===== src/rtl/ft_stack_pkg.sv =====
package ft_stack_pkg;

  // Default geometry of the fall-through column.
  localparam int unsigned FTS_DEPTH = 62;
  localparam int unsigned FTS_WIDTH = 4;

  // Width of a counter able to hold 0..depth.
  function automatic int unsigned occ_bits(input int unsigned depth);
    return $clog2(depth + 1);
  endfunction

endpackage


===== src/rtl/ft_rst_sync.sv =====
module ft_rst_sync (
  input  logic clk,
  input  logic rst_n,
  output logic rst_sync_n
);

  logic meta_q;
  logic sync_q;

  always_ff @(posedge clk or negedge rst_n) begin
    if (!rst_n) begin
      meta_q <= 1'b0;
      sync_q <= 1'b0;
    end else begin
      meta_q <= 1'b1;
      sync_q <= meta_q;
    end
  end

  assign rst_sync_n = sync_q;

endmodule


===== src/rtl/ft_cell.sv =====
// One location of the fall-through column: an occupancy flag with reset,
// and a data register without reset, loaded only when a word is taken.
module ft_cell #(
  parameter int unsigned WIDTH = 4
) (
  input  logic             clk,
  input  logic             rst_n,
  input  logic             up_valid,   // word offered from above
  input  logic [WIDTH-1:0] up_data,
  input  logic             dn_ready,   // location below takes a word this edge
  output logic             up_ready,   // this location can take a word this edge
  output logic             held,
  output logic [WIDTH-1:0] word
);

  logic             held_q;
  logic             held_d;
  logic [WIDTH-1:0] word_q;
  logic             take;
  logic             leave;

  // Next-state logic
  always_comb begin
    leave    = held_q & dn_ready;
    up_ready = ~held_q | dn_ready;
    take     = up_valid & up_ready;
    held_d   = take | (held_q & ~leave);
  end

  // Control register: cleared by reset
  always_ff @(posedge clk or negedge rst_n) begin
    if (!rst_n) begin
      held_q <= 1'b0;
    end else begin
      held_q <= held_d;
    end
  end

  // Data register: clock enable only, reset leaves contents intact
  always_ff @(posedge clk) begin
    if (take) begin
      word_q <= up_data;
    end
  end

  assign held = held_q;
  assign word = word_q;

endmodule


===== src/rtl/ft_stack_status.sv =====
module ft_stack_status #(
  parameter int unsigned DEPTH = 62
) (
  input  logic             rst_sync_n,
  input  logic [DEPTH-1:0] held_vec,
  output logic             top_empty,
  output logic             bot_valid
);

  always_comb begin
    top_empty = rst_sync_n & ~held_vec[0];
    bot_valid = held_vec[DEPTH-1];
  end

endmodule


===== src/rtl/ft_stack_core.sv =====
module ft_stack_core
  import ft_stack_pkg::*;
#(
  parameter int unsigned DEPTH = FTS_DEPTH,
  parameter int unsigned WIDTH = FTS_WIDTH
) (
  input  logic             clk,
  input  logic             rst_n,
  input  logic             wr_req,
  input  logic [WIDTH-1:0] wr_data,
  output logic             top_empty,
  input  logic             rd_req,
  output logic             bot_valid,
  output logic [WIDTH-1:0] bot_data
);

  localparam int unsigned LAST = DEPTH - 1;

  logic             rst_sync_n;
  logic             wr_take;
  logic [DEPTH-1:0] stg_valid;
  logic [DEPTH-1:0] stg_ready;
  logic [WIDTH-1:0] stg_data [DEPTH];

  ft_rst_sync u_rst_sync (
    .clk        (clk),
    .rst_n      (rst_n),
    .rst_sync_n (rst_sync_n)
  );

  // The top accepts only when its location is free.
  assign wr_take = wr_req & top_empty;

  for (genvar i = 0; i < DEPTH; i++) begin : g_stage
    logic             in_valid;
    logic [WIDTH-1:0] in_data;
    logic             out_ready;

    if (i == 0) begin : g_top
      assign in_valid = wr_take;
      assign in_data  = wr_data;
    end else begin : g_inner
      assign in_valid = stg_valid[i-1];
      assign in_data  = stg_data[i-1];
    end

    if (i == LAST) begin : g_bottom
      assign out_ready = rd_req;
    end else begin : g_mid
      assign out_ready = stg_ready[i+1];
    end

    ft_cell #(
      .WIDTH (WIDTH)
    ) u_cell (
      .clk      (clk),
      .rst_n    (rst_sync_n),
      .up_valid (in_valid),
      .up_data  (in_data),
      .dn_ready (out_ready),
      .up_ready (stg_ready[i]),
      .held     (stg_valid[i]),
      .word     (stg_data[i])
    );
  end

  ft_stack_status #(
    .DEPTH (DEPTH)
  ) u_status (
    .rst_sync_n (rst_sync_n),
    .held_vec   (stg_valid),
    .top_empty  (top_empty),
    .bot_valid  (bot_valid)
  );

  assign bot_data = stg_data[LAST];

endmodule


===== config.mk =====
export PLATFORM = sky130hd
export DESIGN_NAME = ft_stack_core
export DESIGN_NICKNAME = d
export VERILOG_FILES = /design/src/rtl/ft_stack_pkg.sv /design/src/rtl/ft_rst_sync.sv /design/src/rtl/ft_cell.sv /design/src/rtl/ft_stack_status.sv /design/src/rtl/ft_stack_core.sv
export SDC_FILE = /design/constraint.sdc
export NUM_CORES = 1
export LEC_CHECK = 0
export BUFFER_PORTS_ARGS = -buffer_cell sky130_fd_sc_hd__buf_2
export CAP_MARGIN = 20
export CORE_ASPECT_RATIO = 1.5
export CORE_UTILIZATION = 61
export CTS_CLUSTER_DIAMETER = 30
export CTS_CLUSTER_SIZE = 14
export DETAILED_ROUTE_END_ITERATION = 6
export PLACE_DENSITY_LB_ADDON = 0.2
export SKIP_CTS_REPAIR_TIMING = 1
export SYNTH_ARGS = -nofsm -noshare
export SYNTH_HDL_FRONTEND = slang
export SYNTH_SLANG_ARGS = --single-unit

===== constraint.sdc =====
create_clock -name clk -period 2.91 [get_ports clk]
set_clock_uncertainty 0.05 [all_clocks]
set_input_delay 0.1455 -clock clk [delete_from_list [all_inputs] [get_ports clk]]
set_output_delay 0.1455 -clock clk [all_outputs]
set_load 0.02 [all_outputs]

==> summary.md, run 1 <==
| Metric | Value |
|---|---|
| CTS Buf Count | 38 |
| CP Cell Sequence | nand4_1 -> or4_4 -> nor4_2 -> a31oi_1 |
| Synth cell count leaders | 248 x edfxtp_1, 64 x dfrtp_1, 25 x inv_1 |
| Area of the multi-input gates | 1390 um^2 |
| Netlist cell types | 44 |
| # IOs | 14 |
| DR top layer | met4 |
| Grt total ovfl | 0 |
| Die Span Y | 163 um |
| Num Clock Sinks | 312 |
| Worst vdd ir | 726 uV |
| Clk root buf | clkbuf_16 |
| Cell Rows | 58 |
| First-pass GRT wire length | 26500 um |
| Dominant cell by count in the synthesized netlist | edfxtp_1 |
| CTS tree | done |
| Initial DRC Count | 337 |
| Worst slew pin tran | 0.809 ns |
| Fin. Hold Viols | 0 |
| Vias in the first global route | 4996 |
| Largest cells by area after synthesis | edfxtp_1 70%, dfrtp_1 15%, o21a_1 1.1% |
| Layout cells sized above 1 | 14.3% |
| Critical Path RT | 3.04 ns |
| Final net count | 615 |
| Slowest stage delay, CP | 0.60 ns |
| Critical path class | flop to flop |
| Initial antenna violation count | 0 |
| Top delay family on crit path | simple AND/OR/NAND/NOR gates |
| Avg Cell Area, Syn | 19.2 um^2 |
| Wire length on met3 | 658 um |
| Crit start category | flop |
| Critical path arrival | 2.64 ns |
| Outcome | completed |
| Internal power | 0.00789 W |
| Reg power frac | 50.8% |
| Area share of the largest cell type after synthesis | 70.4% |
| Setup crit end kind | flop |
| Yosys top cell by area | edfxtp_1 |
| Via density | 5.79 |
| Syn nets | 559 |
| Total of max-cap violations | 0 |
| TNS Setup | 0 ns |
| Area grow syn2layout | 16.0% |
| RR Startpoint | g_stage[58].u_cell.held |
| Synth Flop Type | edfxtp_1 |
| Crit path max-delay cell type | or4_4 |
| DPL Wire Length | 10000 um |
| Sw frac | 20.4% |
| Residual DRC count | 0 |
| Fraction of registers with async set/reset | 20.5% |
| Critical path origin | g_stage[58].u_cell.held |
| Die area | 17900 um^2 |
| M1 WL | 7140 um |
| Sequential fraction of the synthesis area | 85.6% |
| Post-layout util | 72.8% |
| Crit path max fanout | 6 |
| PwrDens | 809 nW/um^2 |
| Reg clk slew, reported paths | 0.06 ns |
| Setup violations, final | 0 |
| Switching pwr | 0.00203 W |
| Post-Syn Area | 10600 um^2 |
| Final Cycle Share | 86.1% |
| Register area | 9050 um^2 |
| Max Freq | 0.399 GHz |
| Ant diodes | 0 |
| Ys Warns | 0 |
| Skew-Pair Late Insertion Delay | 0.51 ns |
| Pin count of the biggest net entering global routing | 63 |
| Critical path buffer and inverter count | 0 |
| EDFF count, synth | 248 |
| RSZ-0062 raised after global routing | false |
| Post-Synthesis Cells | 551 |
| Core area | 16800 um^2 |
| Hold Crit Class | input port to flop |
| Gr usage total | 20.3% |
| RePlAce Congestion | 0.780 |
| Cell leakage power | 4.60 nW |
| Slew Limit Fails | 0 |
| Via Count | 4897 |
| DRT Pass-1 Iters | 4 |
| # port buffers | 13 |
| Remaining antenna violation count after routing | 0 |
| # fillers | 982 |
| Initial Util | 62.8% |
| Die X | 110 um |
| Register bit total from synthesis | 312 |
| Rel. slew slack | 46.1% |
| WL/cell | 20.0 um |
| Final WL | 17000 um |
| Minimum clock period | 2.51 ns |
| H-tree depth | 2 |
| Combinational power share | 1.6% |
| CTS Buffer Depth | 3 |
| Worst Hold Launch | wr_req |
| Clock power frac | 47.6% |
| Met2 wire length | 8730 um |
-- logic make-up after synthesis --
group                  share of synthesized area, %
flip-flops                                     85.6
other                                        0.0355
AND/OR/NAND/NOR                                6.43
buffers and inverters                          1.24
AO/OA/AOI/OAI                                  6.72
-- cell type report --
type / count / share of cell area, %
Clock buffer: 43 / 8.08
Clock inverter: 26 / 2.41
Inverter: 25 / 0.765
Multi-Input combinational cell: 206 / 11.4
Sequential cell: 312 / 73.8
Tap cell: 210 / 2.14
Timing Repair Buffer: 24 / 1.45
-- power by group through the flow --
stage | clock [W] | combinational [W] | sequential [W]
after floorplan | 0 | 0.0000988 | 0.00511
after global placement | 0 | 0.000138 | 0.00512
after detailed placement | 0 | 0.000148 | 0.00513
after CTS | 0.00480 | 0.000150 | 0.00504
after global routing | 0.00500 | 0.000175 | 0.00506
final | 0.00472 | 0.000156 | 0.00504
-- cells in the final DEF, fill, tap and decap left out, types with 6 or more instances in the layout --
cell           synthesis  layout
edfxtp_1             248     248
inv_6                  0       7
clkbuf_16              0      39
dfrtp_1               64      63
inv_1                 25      25
buf_2                  3      13
nand2b_1              10      10
nor2_1                11      11
nand4_1                9       9
nand3_1               14      14
a21boi_1               7       7
a41o_1                 6       6
o21a_1                15      15
o21bai_1              13      13
a31oi_1               11      11
a31o_1                 9       9
dlygate4sd3_1          0       7
nand2_1               20      20
and3_1                 8       8
and2_1                12      12
a21o_1                11      11
-- worst reg2reg max path, stage by stage, from the launching register on --
cell and delay, ns:
dfrtp_1 0.43, nand4_1 0.27, or4_4 0.60, nor4_2 0.48, a31oi_1 0.36
-- metrics by stage --
step	cells	hold slack [ns]	setup WS (ns)	instance area, um^2	total power (W)
global placement	770	-0.119	0.535	10900	0.00526
detailed placement	770	-0.118	0.456	10900	0.00527
global route	846	0.0921	0.296	12300	0.0102
finish	846	0.106	0.404	12300	0.00992
floorplan	551	-0.200	0.144	10600	0.00521
CTS	839	-0.653	0.429	12200	0.0100
-- per-layer routing --
layer | track usage [%] | up-vias
li1 | - | 2249
met1 | 27.8 | 2501
met2 | 32.2 | 111
met3 | 3.91 | 36
met4 | 8.48 | 0
met5 | 0 | -
-- state kept, by name, summed over array words and instances (netlist names) --
signal,count
g_stage.u_cell.word,248
g_stage.u_cell.held,62
u_rst_sync.meta_q,1
u_rst_sync.rst_sync_n,1
-- path summary, 6_finish.rpt --
| path | depth (start not counted) | slack (ns) | end |
|---|---|---|---|
| worst max-delay path | 4 | 0.40 | g_stage[1].u_cell.word[1] |
| worst min-delay path | 2 | 0.11 | g_stage[0].u_cell.word[0] |
| worst max register to register | 4 | 0.40 | g_stage[1].u_cell.word[1] |
| worst min register to register | 0 | 0.31 | u_rst_sync.rst_sync_n |
| max in group asynchronous | 1 | 1.80 | g_stage[61].u_cell.held |
| min in group asynchronous | 3 | 0.46 | u_rst_sync.meta_q |
Note: power is estimated with default switching activity, not from simulation.
==> inputs of run 2 (changes only) <==
--- a/config.mk
+++ b/config.mk
@@ -8,7 +8,7 @@
 export BUFFER_PORTS_ARGS = -buffer_cell sky130_fd_sc_hd__buf_2
 export CAP_MARGIN = 20
 export CORE_ASPECT_RATIO = 1.5
-export CORE_UTILIZATION = 61
+export CORE_UTILIZATION = 62
 export CTS_CLUSTER_DIAMETER = 30
 export CTS_CLUSTER_SIZE = 14
 export DETAILED_ROUTE_END_ITERATION = 6
@@ -16,4 +16,5 @@
 export SKIP_CTS_REPAIR_TIMING = 1
 export SYNTH_ARGS = -nofsm -noshare
 export SYNTH_HDL_FRONTEND = slang
+export SYNTH_HIERARCHICAL = 1
 export SYNTH_SLANG_ARGS = --single-unit
==> run 2 against run 1 <==
  * Critical path type unchanged
  * Clock-buffer cell count increased by 3
  * Global-route usage fell by 1.2 points
  * Via count shrank 5.4%
  * Final cell count is 11% higher
  * The flow now finishes with violations (setup timing)
  * Sequential power hardly changed
  * Setup slack worse by 6.8 ns
  * Clock power down 2%
  * Die area rose by 1.1%
  * Core utilization rose by 7.3 points
==> summary.md, run 2 <==
| Metric | Value |
|---|---|
| Remaining antenna violation count after routing | 0 (unchanged) |
| R2R Path End | g_stage[0].u_cell/word[0] |
| Largest cells by area after synthesis | edfxtp_1 69%, dfrtp_1 15%, nand2b_4 7.9% |
| Top delay family on crit path | simple AND/OR/NAND/NOR gates |
| Reg clk slew, reported paths | 0.06 ns (about the same) |
| Dominant cell by count in the synthesized netlist | edfxtp_1 |
| Critical path arrival | 9.51 ns (+6.87 ns) |
| DRT Pass-1 Iters | 4 (unchanged) |
| DPL Wire Length | 9590 um (-4.5%) |
| Die area | 18100 um^2 (+1.1%) |
| Commonest non-fill, non-tap cell in the layout | edfxtp_1 |
| Reg2Reg Setup Slack | -6.39 ns (-6.79 ns) |
| First-pass GRT wire length | 25000 um (-5.7%) |
| Placed cell areas | 12000 um^2 (+9.6%) |
| Netlist cell types | 9 (-80%) |
| Minimum clock period | 9.30 ns (+6.79 ns) |
| Ant diodes | 0 (unchanged) |
| Hold Crit Class | input port to flop |
| Crit path max-delay cell type | dfrtp_1 |
| # port buffers | 13 (unchanged) |
| Final Cell Area | 13600 um^2 (+11%) |
| Most frequent cells in the layout | 248 x edfxtp_1, 126 x buf_4, 64 x nand2b_4 |
| Critical path class | flop to flop |
| Max Freq | 0.108 GHz (-73%) |
| Layout cells sized above 1 | 46.9% (+33 points) |
| Area grow syn2layout | 25.2% |
| Crit path max fanout | 4 (-2) |
| Slowest stage delay, CP | 0.38 ns (-0.22 ns) |
| Total of max-cap violations | 0 (unchanged) |
| Vias in the first global route | 5007 (+0.22%) |
| RePlAce Congestion | 0.671 (-14%) |
| Clk root buf | clkbuf_16 |
| Slew Limit Fails | 0 (unchanged) |
| Worst slew pin tran | 0.863 ns (+0.0539 ns) |
| Critical Path RT | 3.13 ns (+0.09 ns) |
| Synth cell count leaders | 248 x edfxtp_1, 64 x dfrtp_1, 62 x and2_4, 62 x nand2b_1, 62 x nand2b_4 |
| Via density | 4.95 (-14%) |
| H-tree depth | 2 (unchanged) |
| Final WL | 16100 um (-5.1%) |
| Avg Cell Area, Syn | 21.6 um^2 (+13%) |
| Rel. slew slack | 42.5% (-3.6 points) |
| Failing checks | setup timing |
| Num Clock Sinks | 312 (unchanged) |
| Initial Util | 64.0% (+1.2 points) |
| CTS tree | done |
| Synth Flop Type | edfxtp_1 |
| Crit start category | flop |
| Cell Rows | 58 (unchanged) |
| RSZ-0062 raised after global routing | true |
| Die X | 110 um (+0.53%) |
| PwrDens | 726 nW/um^2 (-10%) |
| Worst Hold Launch | rd_req |
| CTS Buffer Depth | 3 (unchanged) |
| Ys Warns | 6 (+6) |
| RR Startpoint | g_stage[61].u_cell/held |
| Final net count | 704 (+14%) |
| CTS Buf Count | 38 (unchanged) |
| # IOs | 14 (unchanged) |
| Final Worst Setup Slack | -6.39 ns (-6.79 ns) |
| Via Count | 4631 (-5.4%) |
| Final Cycle Share | 320% (+230 points) |
| Outcome | finished, violations left |
| Cell leakage power | 5.61 nW (+22%) |
| Non-Filler Instances | 935 (+11%) |
| Post-Syn Area | 10900 um^2 (+2.7%) |
| Post-Synthesis Cells | 502 (-8.9%) |
| Initial DRC Count | 219 (-35%) |
| Syn nets | 510 (-8.8%) |
| Fraction of registers with async set/reset | 20.5% (unchanged) |
| WHS | 0.0989 ns (-0.00720 ns) |
| EDFF count, synth | 248 (unchanged) |
| Setup crit end kind | flop |
| Area share of the largest cell type after synthesis | 68.5% (-1.9 points) |
| Core area | 17000 um^2 (+0.86%) |
| WHS Path Cells | 5 (+3) |
| WL/cell | 17.2 um (-14%) |
| Skew-Pair Late Insertion Delay | 0.51 ns (about the same) |
| Most used cell, CP | nand2b_4 |
| Max reg flops | 248 (unchanged) |
| Residual DRC count | 0 (unchanged) |
| Die Span Y | 164 um (+0.54%) |
| Yosys top cell by area | edfxtp_1 |
| Hold Path End | g_stage[60].u_cell/held |
| Worst-case reg-to-reg path depth | 63 (+59) |
| Sequential fraction of the synthesis area | 83.3% (-2.3 points) |
| Gr usage total | 19.0% (-1.2 points) |
| Worst vdd ir | 642 uV (-12%) |
| Fin. Hold Viols | 0 (unchanged) |
| Pin count of the biggest net entering global routing | 63 (unchanged) |
| Grt total ovfl | 0 (unchanged) |
| Register bit total from synthesis | 312 (unchanged) |
| Initial antenna violation count | 0 (unchanged) |
| Critical path buffer and inverter count | 0 (unchanged) |
| Dpl cells | 827 (+7.4%) |
| Setup violations, final | 243 (+243) |
==> run 2: changes by cell type after synthesis, sizes merged, moves of 9 or more <==
cell    change
a21boi     -11
a21o       -11
a31o        -9
a31oi      -11
and2       +50
inv        -25
nand2      -20
nand2b    +114
nand3      -14
nand4       -9
nor2       -11
o21a       -15
o21bai     -13
==> run 2: logic make-up (layout without fill, tap and decap cells) <==
kind of cell / after synthesis / count (layout) / share of synthesized area (%)
other cells: 1 / 1 / 0.0345
buf+inv: 1 / 224 / 0.0691
simple gates: 188 / 188 / 16.6
flops: 312 / 312 / 83.3
==> run 2: through the flow <==
step,setup slack [ns],power (W),setup TNS [ns],utilization [%]
after floorplan,-6.25,0.00523,-725.61,-
after global placement,-6.17,0.00530,-739.48,70.4
after detailed placement,-6.29,0.00532,-761.74,70.4
after CTS,-6.46,0.00996,-789.49,78.0
after global routing,-6.73,0.0102,-842.55,80.1
final,-6.39,0.00988,-790.95,80.1
==> run 2: worst reg2reg max path: cells and delay by family (launching register included) <==
kind | cells | cell delay, ns
flip-flops | 1 | 0.38
AND/OR/NAND/NOR | 63 | 8.65
==> run 2: where the power goes <==
| group | switching (W) | internal (W) | leakage (nW) |
|---|---|---|---|
| clock network | 0.00185 | 0.00279 | 0.625 |
| logic | 0.0000972 | 0.000106 | 2.01 |
| registers | 0.0000783 | 0.00496 | 2.98 |
| total | 0.00202 | 0.00786 | 5.61 |
==> run 2: how the worst max path moves through the flow <==
stage	startpoint	to	slack, ns	cells after the start
4_1_cts	g_stage[61].u_cell/held	g_stage[0].u_cell/word[0]	-6.46	63
3_5_place_dp	g_stage[61].u_cell/held	g_stage[0].u_cell/word[2]	-6.29	63
2_1_floorplan	g_stage[61].u_cell/held	g_stage[0].u_cell/word[0]	-6.25	63
6_report	g_stage[61].u_cell/held	g_stage[0].u_cell/word[0]	-6.39	63
3_3_place_gp	g_stage[61].u_cell/held	g_stage[0].u_cell/word[0]	-6.17	63
5_1_grt	g_stage[61].u_cell/held	g_stage[0].u_cell/word[0]	-6.73	63
==> run 2: area by class of cell <==
type                            count  area, um^2
Fill cell                         839        3380
Sequential cell                   312        9050
Tap cell                          210         263
Clock buffer                       46        1070
Timing Repair Buffer              155        1180
Multi-Input combinational cell    189        1820
Clock inverter                     23         213
==> run 2: routing by layer <==
metal	part of all wire (%)	wire, um	vias to the layer above	track usage (%)
met2	55	8780	75	34.0
li1	-	-	2197	-
met3	3.0	482	39	3.29
met1	39	6330	2320	22.5
met4	3.0	478	0	7.70
met5	0	0	-	0
==> inputs of run 3 (changes only) <==
--- a/config.mk
+++ b/config.mk
@@ -13,7 +13,9 @@
 export CTS_CLUSTER_SIZE = 14
 export DETAILED_ROUTE_END_ITERATION = 6
 export PLACE_DENSITY_LB_ADDON = 0.2
+export REMOVE_ABC_BUFFERS = 1
 export SKIP_CTS_REPAIR_TIMING = 1
+export SKIP_LAST_GASP = 1
 export SYNTH_ARGS = -nofsm -noshare
 export SYNTH_HDL_FRONTEND = slang
 export SYNTH_HIERARCHICAL = 1
==> run 3 against run 2 <==
  * The flow still finishes with violations (setup timing)
  * Non-clock buffer count did not move
  * Clock-buffer cell count down 2
  * Critical path depth is the same
  * Hold slack improved by 0.099 ns
  * First-iteration DRC count increased by 11%
  * Die area is the same
  * Combinational power is essentially flat
  * Final area fell by 0.23%
  * Register-to-register slack better by 0.04 ns
==> summary.md, run 3 (synthesis results as in run 2) <==
| Metric | Value |
|---|---|
| Outcome | finished, violations left |
| Failing checks | setup timing |
| Crit start category | flop |
| Non-Filler Instances | 934 (-0.11%) |
| Final Worst Setup Slack | -6.35 ns (+0.0418 ns) |
| Fin. Hold Viols | 0 (unchanged) |
| Num Clock Sinks | 312 (unchanged) |
| Critical Path RT | 3.11 ns (-0.02 ns) |
| Residual DRC count | 0 (unchanged) |
| Top delay family on crit path | simple AND/OR/NAND/NOR gates |
| Clk root buf | clkbuf_16 |
| DPL Wire Length | 9700 um (+1.2%) |
| Crit path max-delay cell type | dfrtp_1 |
| Initial Util | 64.0% (unchanged) |
| Critical path endpoint | g_stage[0].u_cell/word[0] |
| Via density | 5.03 (+1.5%) |
| Vias in the first global route | 4956 (-1.0%) |
| Area grow syn2layout | 24.9% |
| RR Startpoint | g_stage[61].u_cell/held |
| Final Cell Area | 13600 um^2 (-0.23%) |
| Number of stages on the worst setup path | 63 (unchanged) |
| Via Count | 4694 (+1.4%) |
| Total Power | 0.00983 W (-0.48%) |
| Worst vdd ir | 698 uV (+8.8%) |
| Hold Crit Class | input port to flop |
| Max Freq | 0.108 GHz (+0.45%) |
| Worst slew pin tran | 0.867 ns (+0.00455 ns) |
| R2R Path End | g_stage[0].u_cell/word[0] |
| Total of max-cap violations | 0 (unchanged) |
| WL/cell | 17.8 um (+3.6%) |
| Pin count of the biggest net entering global routing | 63 (unchanged) |
| Cell leakage power | 5.60 nW (-0.19%) |
| Rel. slew slack | 42.2% (-0.30 points) |
| Final Cycle Share | 318% (-1.4 points) |
| Remaining antenna violation count after routing | 0 (unchanged) |
| PwrDens | 725 nW/um^2 (-0.25%) |
| Critical path origin | g_stage[61].u_cell/held |
| Commonest non-fill, non-tap cell in the layout | edfxtp_1 |
| CTS Buf Count | 37 (-2.6%) |
| Final net count | 703 (-0.14%) |
| Post-layout util | 79.9% (-0.18 points) |
| Initial antenna violation count | 0 (unchanged) |
| Placed cell areas | 12000 um^2 (unchanged) |
| Minimum clock period | 9.26 ns (-0.0418 ns) |
| Cell Rows | 58 (unchanged) |
| Setup crit end kind | flop |
| H-tree depth | 2 (unchanged) |
| Worst-case reg-to-reg path depth | 63 (unchanged) |
| Layout cells sized above 1 | 46.7% (-0.21 points) |
| CTS Buffer Depth | 3 (unchanged) |
| Core area | 17000 um^2 (unchanged) |
| CTS tree | done |
| Slew Limit Fails | 0 (unchanged) |
| Critical path arrival | 9.46 ns (-0.05 ns) |
| Initial DRC Count | 243 (+11%) |
| Critical path buffer and inverter count | 0 (unchanged) |
| Reg clk slew, reported paths | 0.06 ns (about the same) |
| Die X | 110 um (unchanged) |
| Crit path max fanout | 4 (unchanged) |
| DRT Pass-1 Iters | 4 (unchanged) |
| Die area | 18100 um^2 (unchanged) |
| Max reg flops | 248 (unchanged) |
| Worst Hold Launch | rd_req |
| Reg2Reg Setup Slack | -6.35 ns (+0.04 ns) |
| Most used cell, CP | nand2b_4 |
| RePlAce Congestion | 0.681 (+1.5%) |
| Skew-Pair Late Insertion Delay | 0.50 ns (about the same) |
| Dpl cells | 827 (unchanged) |
| RSZ-0062 raised after global routing | true |
| # port buffers | 13 (unchanged) |
| Slowest stage delay, CP | 0.39 ns (about the same) |
| Die Span Y | 164 um (unchanged) |
| # IOs | 14 (unchanged) |
| Critical path class | flop to flop |
| Final WL | 16600 um (+3.5%) |
| Gr usage total | 19.5% (+0.51 points) |
| First-pass GRT wire length | 25300 um (+1.3%) |
| Most frequent cells in the layout | 248 x edfxtp_1, 128 x buf_4, 64 x nand2b_4 |
| Ant diodes | 0 (unchanged) |
| # fillers | 845 (+0.72%) |
| Setup violations, final | 238 (-2.1%) |
| Grt total ovfl | 0 (unchanged) |
## run 3: cell count changes in the layout (fill, tap and decap cells not counted), moves of 2 or more
cell,change
buf_4,+2
inv_8,-2
clkbuf_16,-2
buf_6,-2
bufinv_16,+2
clkinv_2,+3
## run 3: how the worst min path moves through the flow
stage / endpoint / cells past startpoint
final: g_stage[60].u_cell/held / 6
after global placement: u_rst_sync/meta_q / 1
after CTS: u_rst_sync/meta_q / 1
after global routing: g_stage[60].u_cell/held / 6
after floorplan: u_rst_sync/meta_q / 0
after detailed placement: u_rst_sync/meta_q / 1
## run 3: metal layers
| layer | track usage [%] | share of wire (%) | up-vias |
|---|---|---|---|
| li1 | - | - | 2189 |
| met1 | 23.5 | 40 | 2405 |
| met2 | 34.1 | 55 | 77 |
| met3 | 4.33 | 3.2 | 23 |
| met4 | 7.33 | 1.6 | 0 |
| met5 | 0 | 0 | - |
## run 3: worst register-to-register path: cells and delay by family (launching register included)
family           cells  cell delay, ns
DFF                  1            0.39
and+or+nand+nor     63            8.61
## run 3: cell type report
| cell class | instances | area [um^2] | share of cell area [%] |
|---|---|---|---|
| Tap cell | 210 | 263 | 1.94 |
| Multi-Input combinational cell | 189 | 1820 | 13.4 |
| Timing Repair Buffer | 155 | 1170 | 8.65 |
| Clock buffer | 44 | 1010 | 7.48 |
| Clock inverter | 24 | 249 | 1.83 |
| Sequential cell | 312 | 9050 | 66.7 |
## run 3: where the power goes
group | switching (W) | internal (W) | total [W] | leakage (nW)
sequential | 0.0000797 | 0.00496 | 0.00504 | 2.98
clock | 0.00178 | 0.00281 | 0.00459 | 0.618
combinational | 0.000100 | 0.000105 | 0.000205 | 2.01
## run 3: metrics by stage
step,setup TNS [ns],hold WS (ns),worst slack (ns)
6_report,-782.53,0.198,-6.35
5_1_grt,-832.36,0.190,-6.66
4_1_cts,-777.98,-0.655,-6.42
3_5_place_dp,-753.57,-0.119,-6.28
3_3_place_gp,-737.31,-0.118,-6.18
2_1_floorplan,-754.71,-0.200,-6.40
